==> src/rtl/bmx_pkg.sv <==
package bmx_pkg;
  localparam int OP_W = 4;

  typedef enum logic [OP_W-1:0] {
    OP_BTST  = 4'd0,
    OP_BREV  = 4'd1,
    OP_BSWAP = 4'd2,
    OP_HSWAP = 4'd3,
    OP_DSTEP = 4'd4,
    OP_BOUND = 4'd5,
    OP_LZC   = 4'd6,
    OP_SHL   = 4'd7,
    OP_SHR   = 4'd8,
    OP_SAR   = 4'd9,
    OP_MULS  = 4'd10,
    OP_MULU  = 4'd11
  } bmx_op_e;

  typedef struct packed {
    logic doBtst;
    logic doBrev;
    logic doBswap;
    logic doHswap;
    logic doDstep;
    logic doBound;
    logic doLzc;
    logic doShl;
    logic doShr;
    logic doSar;
    logic doMul;
    logic mulSigned;
  } bmx_strobe_t;
endpackage

==> src/rtl/bmx_ctrl.sv <==
module bmx_ctrl
  import bmx_pkg::*;
(
  input  logic [OP_W-1:0] opSel,
  output bmx_strobe_t     strobes
);
  always_comb begin
    strobes = '0;
    case (opSel)
      OP_BTST:  strobes.doBtst  = 1'b1;
      OP_BREV:  strobes.doBrev  = 1'b1;
      OP_BSWAP: strobes.doBswap = 1'b1;
      OP_HSWAP: strobes.doHswap = 1'b1;
      OP_DSTEP: strobes.doDstep = 1'b1;
      OP_BOUND: strobes.doBound = 1'b1;
      OP_LZC:   strobes.doLzc   = 1'b1;
      OP_SHL:   strobes.doShl   = 1'b1;
      OP_SHR:   strobes.doShr   = 1'b1;
      OP_SAR:   strobes.doSar   = 1'b1;
      OP_MULS: begin
        strobes.doMul     = 1'b1;
        strobes.mulSigned = 1'b1;
      end
      OP_MULU:  strobes.doMul   = 1'b1;
      default:  strobes = '0;
    endcase
  end
endmodule

==> src/rtl/bmx_datapath.sv <==
module bmx_datapath
  import bmx_pkg::*;
#(
  parameter int DATA_W = 32,
  parameter int STAT_W = 32,
  parameter int XBIT   = 4,
  parameter int NBIT   = 3,
  parameter int ZBIT   = 2
) (
  input  bmx_strobe_t       strobes,
  input  logic [DATA_W-1:0] aIn,
  input  logic [DATA_W-1:0] bIn,
  input  logic [STAT_W-1:0] statusIn,
  output logic [DATA_W-1:0] resultOut,
  output logic [STAT_W-1:0] statusOut,
  output logic [DATA_W-1:0] mulHighOut
);
  localparam int SHW     = $clog2(DATA_W);
  localparam int CNT_W   = $clog2(DATA_W + 1);
  localparam int N_BYTES = DATA_W / 8;
  localparam int N_HALF  = DATA_W / 16;
  localparam int HALF_W  = DATA_W / 2;
  localparam logic [DATA_W-1:0] SH_MAX = DATA_W'(DATA_W - 1);
  localparam logic [STAT_W-1:0] FLAG_MASK =
    (STAT_W'(1) << XBIT) | (STAT_W'(1) << NBIT) | (STAT_W'(1) << ZBIT);

  // bit test
  logic [SHW-1:0]    bitSel;
  logic [DATA_W-1:0] lowMask;
  logic              btBit;
  logic              btZero;
  assign bitSel  = bIn[SHW-1:0];
  assign lowMask = {DATA_W{1'b1}} >> (SH_MAX[SHW-1:0] - bitSel);
  assign btBit   = aIn[bitSel];
  assign btZero  = ~|(aIn & lowMask);

  // per-byte reverse and byte swap
  logic [DATA_W-1:0] brevVal;
  logic [DATA_W-1:0] bswapVal;
  logic [DATA_W-1:0] hswapVal;
  for (genvar k = 0; k < N_BYTES; k++) begin : g_byte
    for (genvar i = 0; i < 8; i++) begin : g_bit
      assign brevVal[8*k + i] = aIn[8*k + 7 - i];
    end
  end
  for (genvar h = 0; h < N_HALF; h++) begin : g_half
    assign bswapVal[16*h +: 8]     = aIn[16*h + 8 +: 8];
    assign bswapVal[16*h + 8 +: 8] = aIn[16*h +: 8];
  end
  assign hswapVal = {aIn[HALF_W-1:0], aIn[DATA_W-1:HALF_W]};

  // divide step and bound
  logic [DATA_W-1:0] dsShift;
  logic [DATA_W-1:0] dstepVal;
  logic [DATA_W-1:0] boundVal;
  assign dsShift  = {aIn[DATA_W-2:0], 1'b0};
  assign dstepVal = (dsShift >= bIn) ? (dsShift - bIn) : dsShift;
  assign boundVal = (aIn > bIn) ? bIn : aIn;

  // leading zeros of B
  logic [CNT_W-1:0] lzCount;
  always_comb begin
    lzCount = CNT_W'(DATA_W);
    for (int i = 0; i < DATA_W; i++) begin
      if (bIn[i]) lzCount = CNT_W'(DATA_W - 1 - i);
    end
  end

  // shifts by register amount
  logic              shBig;
  logic [SHW-1:0]    shAmt;
  logic [DATA_W-1:0] shlVal;
  logic [DATA_W-1:0] shrVal;
  logic [DATA_W-1:0] sarVal;
  assign shBig  = bIn > SH_MAX;
  assign shAmt  = bIn[SHW-1:0];
  assign shlVal = shBig ? '0 : (aIn << shAmt);
  assign shrVal = shBig ? '0 : (aIn >> shAmt);
  assign sarVal = shBig ? {DATA_W{aIn[DATA_W-1]}} : DATA_W'($signed(aIn) >>> shAmt);

  // multiply
  logic [2*DATA_W-1:0] mulA;
  logic [2*DATA_W-1:0] mulB;
  logic [2*DATA_W-1:0] product;
  assign mulA    = {{DATA_W{strobes.mulSigned & aIn[DATA_W-1]}}, aIn};
  assign mulB    = {{DATA_W{strobes.mulSigned & bIn[DATA_W-1]}}, bIn};
  assign product = mulA * mulB;

  always_comb begin
    resultOut  = aIn;
    statusOut  = statusIn;
    mulHighOut = '0;
    if (strobes.doBtst) begin
      statusOut[XBIT] = 1'b0;
      statusOut[NBIT] = btBit;
      statusOut[ZBIT] = btZero;
    end
    if (strobes.doBrev)  resultOut = brevVal;
    if (strobes.doBswap) resultOut = bswapVal;
    if (strobes.doHswap) resultOut = hswapVal;
    if (strobes.doDstep) resultOut = dstepVal;
    if (strobes.doBound) resultOut = boundVal;
    if (strobes.doLzc)   resultOut = DATA_W'(lzCount);
    if (strobes.doShl)   resultOut = shlVal;
    if (strobes.doShr)   resultOut = shrVal;
    if (strobes.doSar)   resultOut = sarVal;
    if (strobes.doMul) begin
      resultOut  = product[DATA_W-1:0];
      mulHighOut = product[2*DATA_W-1:DATA_W];
    end
  end

  always_comb begin

    if (strobes.doBtst) btst_keep_dest_chk: assert (resultOut == aIn)
      else $error("bit test altered the destination");

    stat_other_bits_chk: assert ((statusOut & ~FLAG_MASK) == (statusIn & ~FLAG_MASK))
      else $error("status bits outside the flag set changed");

    if (strobes.doBtst) btst_x_clear_chk: assert (!statusOut[XBIT])
      else $error("bit test left X set");

    if (strobes.doBound) bound_range_chk: assert (resultOut <= aIn && resultOut <= bIn)
      else $error("bound result above an operand");

    if (strobes.doLzc) lzc_range_chk: assert (resultOut <= DATA_W'(DATA_W))
      else $error("leading zero count out of range");

    if ((strobes.doShl || strobes.doShr) && bIn > SH_MAX) big_shift_zero_chk: assert (resultOut == '0)
      else $error("oversized logical shift not zero");

    if (!strobes.doMul) mul_high_idle_chk: assert (mulHighOut == '0)
      else $error("upper word driven outside multiply");
  end
endmodule

==> src/rtl/bmx_unit.sv <==
module bmx_unit
  import bmx_pkg::*;
#(
  parameter int DATA_W = 32,
  parameter int STAT_W = 32
) (
  input  logic [OP_W-1:0]   opSel,
  input  logic [DATA_W-1:0] aIn,
  input  logic [DATA_W-1:0] bIn,
  input  logic [STAT_W-1:0] statusIn,
  output logic [DATA_W-1:0] resultOut,
  output logic [STAT_W-1:0] statusOut,
  output logic [DATA_W-1:0] mulHighOut
);
  bmx_strobe_t strobes;

  bmx_ctrl u_ctrl (
    .opSel   (opSel),
    .strobes (strobes)
  );

  bmx_datapath #(
    .DATA_W (DATA_W),
    .STAT_W (STAT_W),
    .XBIT   (4),
    .NBIT   (3),
    .ZBIT   (2)
  ) u_dp (
    .strobes    (strobes),
    .aIn        (aIn),
    .bIn        (bIn),
    .statusIn   (statusIn),
    .resultOut  (resultOut),
    .statusOut  (statusOut),
    .mulHighOut (mulHighOut)
  );

  always_comb begin

    if (opSel > OP_W'(OP_MULU)) spare_op_pass_chk: assert (resultOut == aIn && statusOut == statusIn && mulHighOut == '0)
      else $error("spare opcode did not pass A through");
  end
endmodule

==> config.mk <==
export PLATFORM = sky130hd
export DESIGN_NAME = bmx_unit
export DESIGN_NICKNAME = d
export VERILOG_FILES = /design/src/rtl/bmx_pkg.sv /design/src/rtl/bmx_ctrl.sv /design/src/rtl/bmx_datapath.sv /design/src/rtl/bmx_unit.sv
export SDC_FILE = /design/constraint.sdc
export NUM_CORES = 2
export LEC_CHECK = 0
export BUFFER_PORTS_ARGS = -buffer_cell sky130_fd_sc_hd__buf_2
export CORE_AREA = 8 8 294 296
export DETAILED_ROUTE_END_ITERATION = 10
export DIE_AREA = 0 0 302 304
export MAX_ROUTING_LAYER = met4
export PLACE_DENSITY = 0.8
export SYNTH_ARGS = -nofsm -noshare
export SYNTH_HDL_FRONTEND = slang
export SYNTH_SLANG_ARGS = --single-unit
==> constraint.sdc <==
create_clock -name vclk -period 9.8
set_input_delay 0.98 -clock vclk [all_inputs]
set_output_delay 0.98 -clock vclk [all_outputs]
set_load 0.01 [all_outputs]
==> impl_metrics.env <==
export IMPL_grt_ovfl_total=0
export IMPL_slowest_stage="fa_1"
export IMPL_portBuffers=138
export IMPL_busiest_layer="met2"
export IMPL_slew_violations=0
export IMPL_timing_critical_path_mode_cell="fa_1"
export IMPL_yosys_top_cells_area="fa_1, inv_1, ha_1"
export IMPL_synth_cells=5874
export IMPL_gr_usage_met1_pct=52.82
export IMPL_startpoint="opSel[2]"
export IMPL_nClkBuffers=0
export IMPL_max_stage_delay_ps=560
export IMPL_ys_seq_area_share_pct=0
export IMPL_avgSynthCellArea_um2=8.259
export IMPL_layout_setup_ws_ps=-18.07
export IMPL_grt_use_met2_pct=68.92
export IMPL_worstSetupPathType="in2out"
export IMPL_coreArea_um2=81580
export IMPL_crit_cells=34
export IMPL_finalHoldViolations=0
export IMPL_num_vias=45881
export IMPL_yosysTopAreaCell="fa_1"
export IMPL_die_area_um2=91810
export IMPL_max_freq_mhz=101.9
export IMPL_cp_top_family="adder cells"
export IMPL_wirelength_um=203500
export IMPL_start_kind="input pin"
export IMPL_synth_nets=7440
export IMPL_syn_area_um2=48510
export IMPL_first_iter_violations=5298
export IMPL_outcome="complete, but fails checks"
export IMPL_antenna_found_initial=19
export IMPL_num_io_pins=196
export IMPL_path_max_fanout=5
export IMPL_final_common_cell="inv_1"
export IMPL_period_share_pct=100.2
export IMPL_violations="setup timing"
export IMPL_initial_utilization_pct=59.46
export IMPL_crit_buf_inv=11
export IMPL_grt_pass1_vias=48482
export IMPL_die_y_um=304
export IMPL_fin_nets=7835
export IMPL_syn2layout_area_growth_pct=13.92
export IMPL_rsz0062_at_grt="true"
export IMPL_worst_setup_path_end_kind="primary output"
export IMPL_cap_violations=0
export IMPL_timing_hold_ws_ps=1960
export IMPL_firstDrtPassIters=6
export IMPL_ant_nets=0
export IMPL_crit_required_ps=8820
export IMPL_relSlewSlack_pct=24.20
export IMPL_die_x_um=302
export IMPL_grt_use_total_pct=45.90
export IMPL_finalSetupViolations=1
export IMPL_rows=105
export IMPL_final_cell_mix="inv_1, fa_1, nand2_1"
export IMPL_post_drt_wl_per_cell_um=27.67
export IMPL_final_seq_area_um2=0
export IMPL_hold_class="in2out"
export IMPL_drc=0
export IMPL_drive_above_1_share_pct=15.94
export IMPL_yosysWarningCount=0
export IMPL_place_gp_congestion=1.116
export IMPL_dpl_hpwl_um=170500
export IMPL_vias_per_cell=6.239
export IMPL_worstMarginPinSlew_ps=1123
export IMPL_grt_pass1_wl_um=304900
export IMPL_synth_cell_type_count=82
export IMPL_nFlopsAndLatches=0
export IMPL_cp_arrival_ps=8840
export IMPL_grt_max_degree=63
export IMPL_crit_end="mulHighOut[31]"
export IMPL_yosysTopAreaCellShare_pct=46.47
export IMPL_period_needed_ps=9818
export IMPL_preCtsSetupSlack_ps=-568.1
export IMPL_met3_usage_pct=9.108
## stage by stage
| step | util [%] | TNS [ps] | std cells | area, um^2 |
|---|---|---|---|---|
| final | 67.74 | -18.07 | 7354 | 55260 |
| after global routing | 67.74 | -729.0 | 7354 | 55260 |
| after CTS | 67.03 | -42.39 | 7325 | 54690 |
| after detailed placement | 66.76 | -3343 | 7321 | 54460 |
| after global placement | 66.76 | -2116 | 7321 | 54460 |
| after floorplan | - | 0 | 5874 | 48550 |
## Yosys cell counts, types with 36 or more instances
cell type     n
a21oi_1     252
nand2_1     848
mux4_2       39
clkbuf_1    278
a21o_1       51
nor3_1       62
mux2i_1      93
nor2_1      396
o21ai_0     177
a211oi_1     61
fa_1       1126
inv_1      1250
xnor2_1      69
buf_1        84
o22ai_1      36
ha_1        340
and2_1      194
## area by class of cell
class                      instances  area, um^2
fill                            6523       26320
tap                             1070        1339
antenna                           17       42.54
inverter                        1259        4746
multi-input combinational       4201       42660
timing repair buffer             807        6477
## logic make-up after synthesis
family | Yosys count | share of synthesized area, %
simple gates | 1674 | 15.08
buf+inv | 1673 | 13.25
xor+xnor | 90 | 1.625
mux | 141 | 3.938
fa+ha+maj | 1467 | 55.25
compound gates | 829 | 10.85
## routing by layer
| layer | vias to the layer above | routed length, um |
|---|---|---|
| met2 | 3070 | 90510 |
| met4 | 0 | 23370 |
| met3 | 1078 | 21900 |
| li1 | 18837 | - |
| met1 | 22896 | 67730 |
| met5 | - | 0 |
## how the worst min path moves through the flow
stage / from / endpoint / slack (ps) / depth (start not counted)
after floorplan: statusIn[0] / statusOut[0] / 2050 / 1
after global routing: statusIn[13] / statusOut[13] / 1960 / 0
final: statusIn[13] / statusOut[13] / 1960 / 0
after detailed placement: statusIn[11] / statusOut[11] / 1960 / 0
after CTS: statusIn[11] / statusOut[11] / 1960 / 0
after global placement: statusIn[11] / statusOut[11] / 1960 / 0
## timing repair
action                     4_1_cts  5_1_grt
setup endpoints to repair       17       29
resized for setup               46      122
buffers inserted                 5       12
hold buffers                     0        0
pin swaps                       27       50
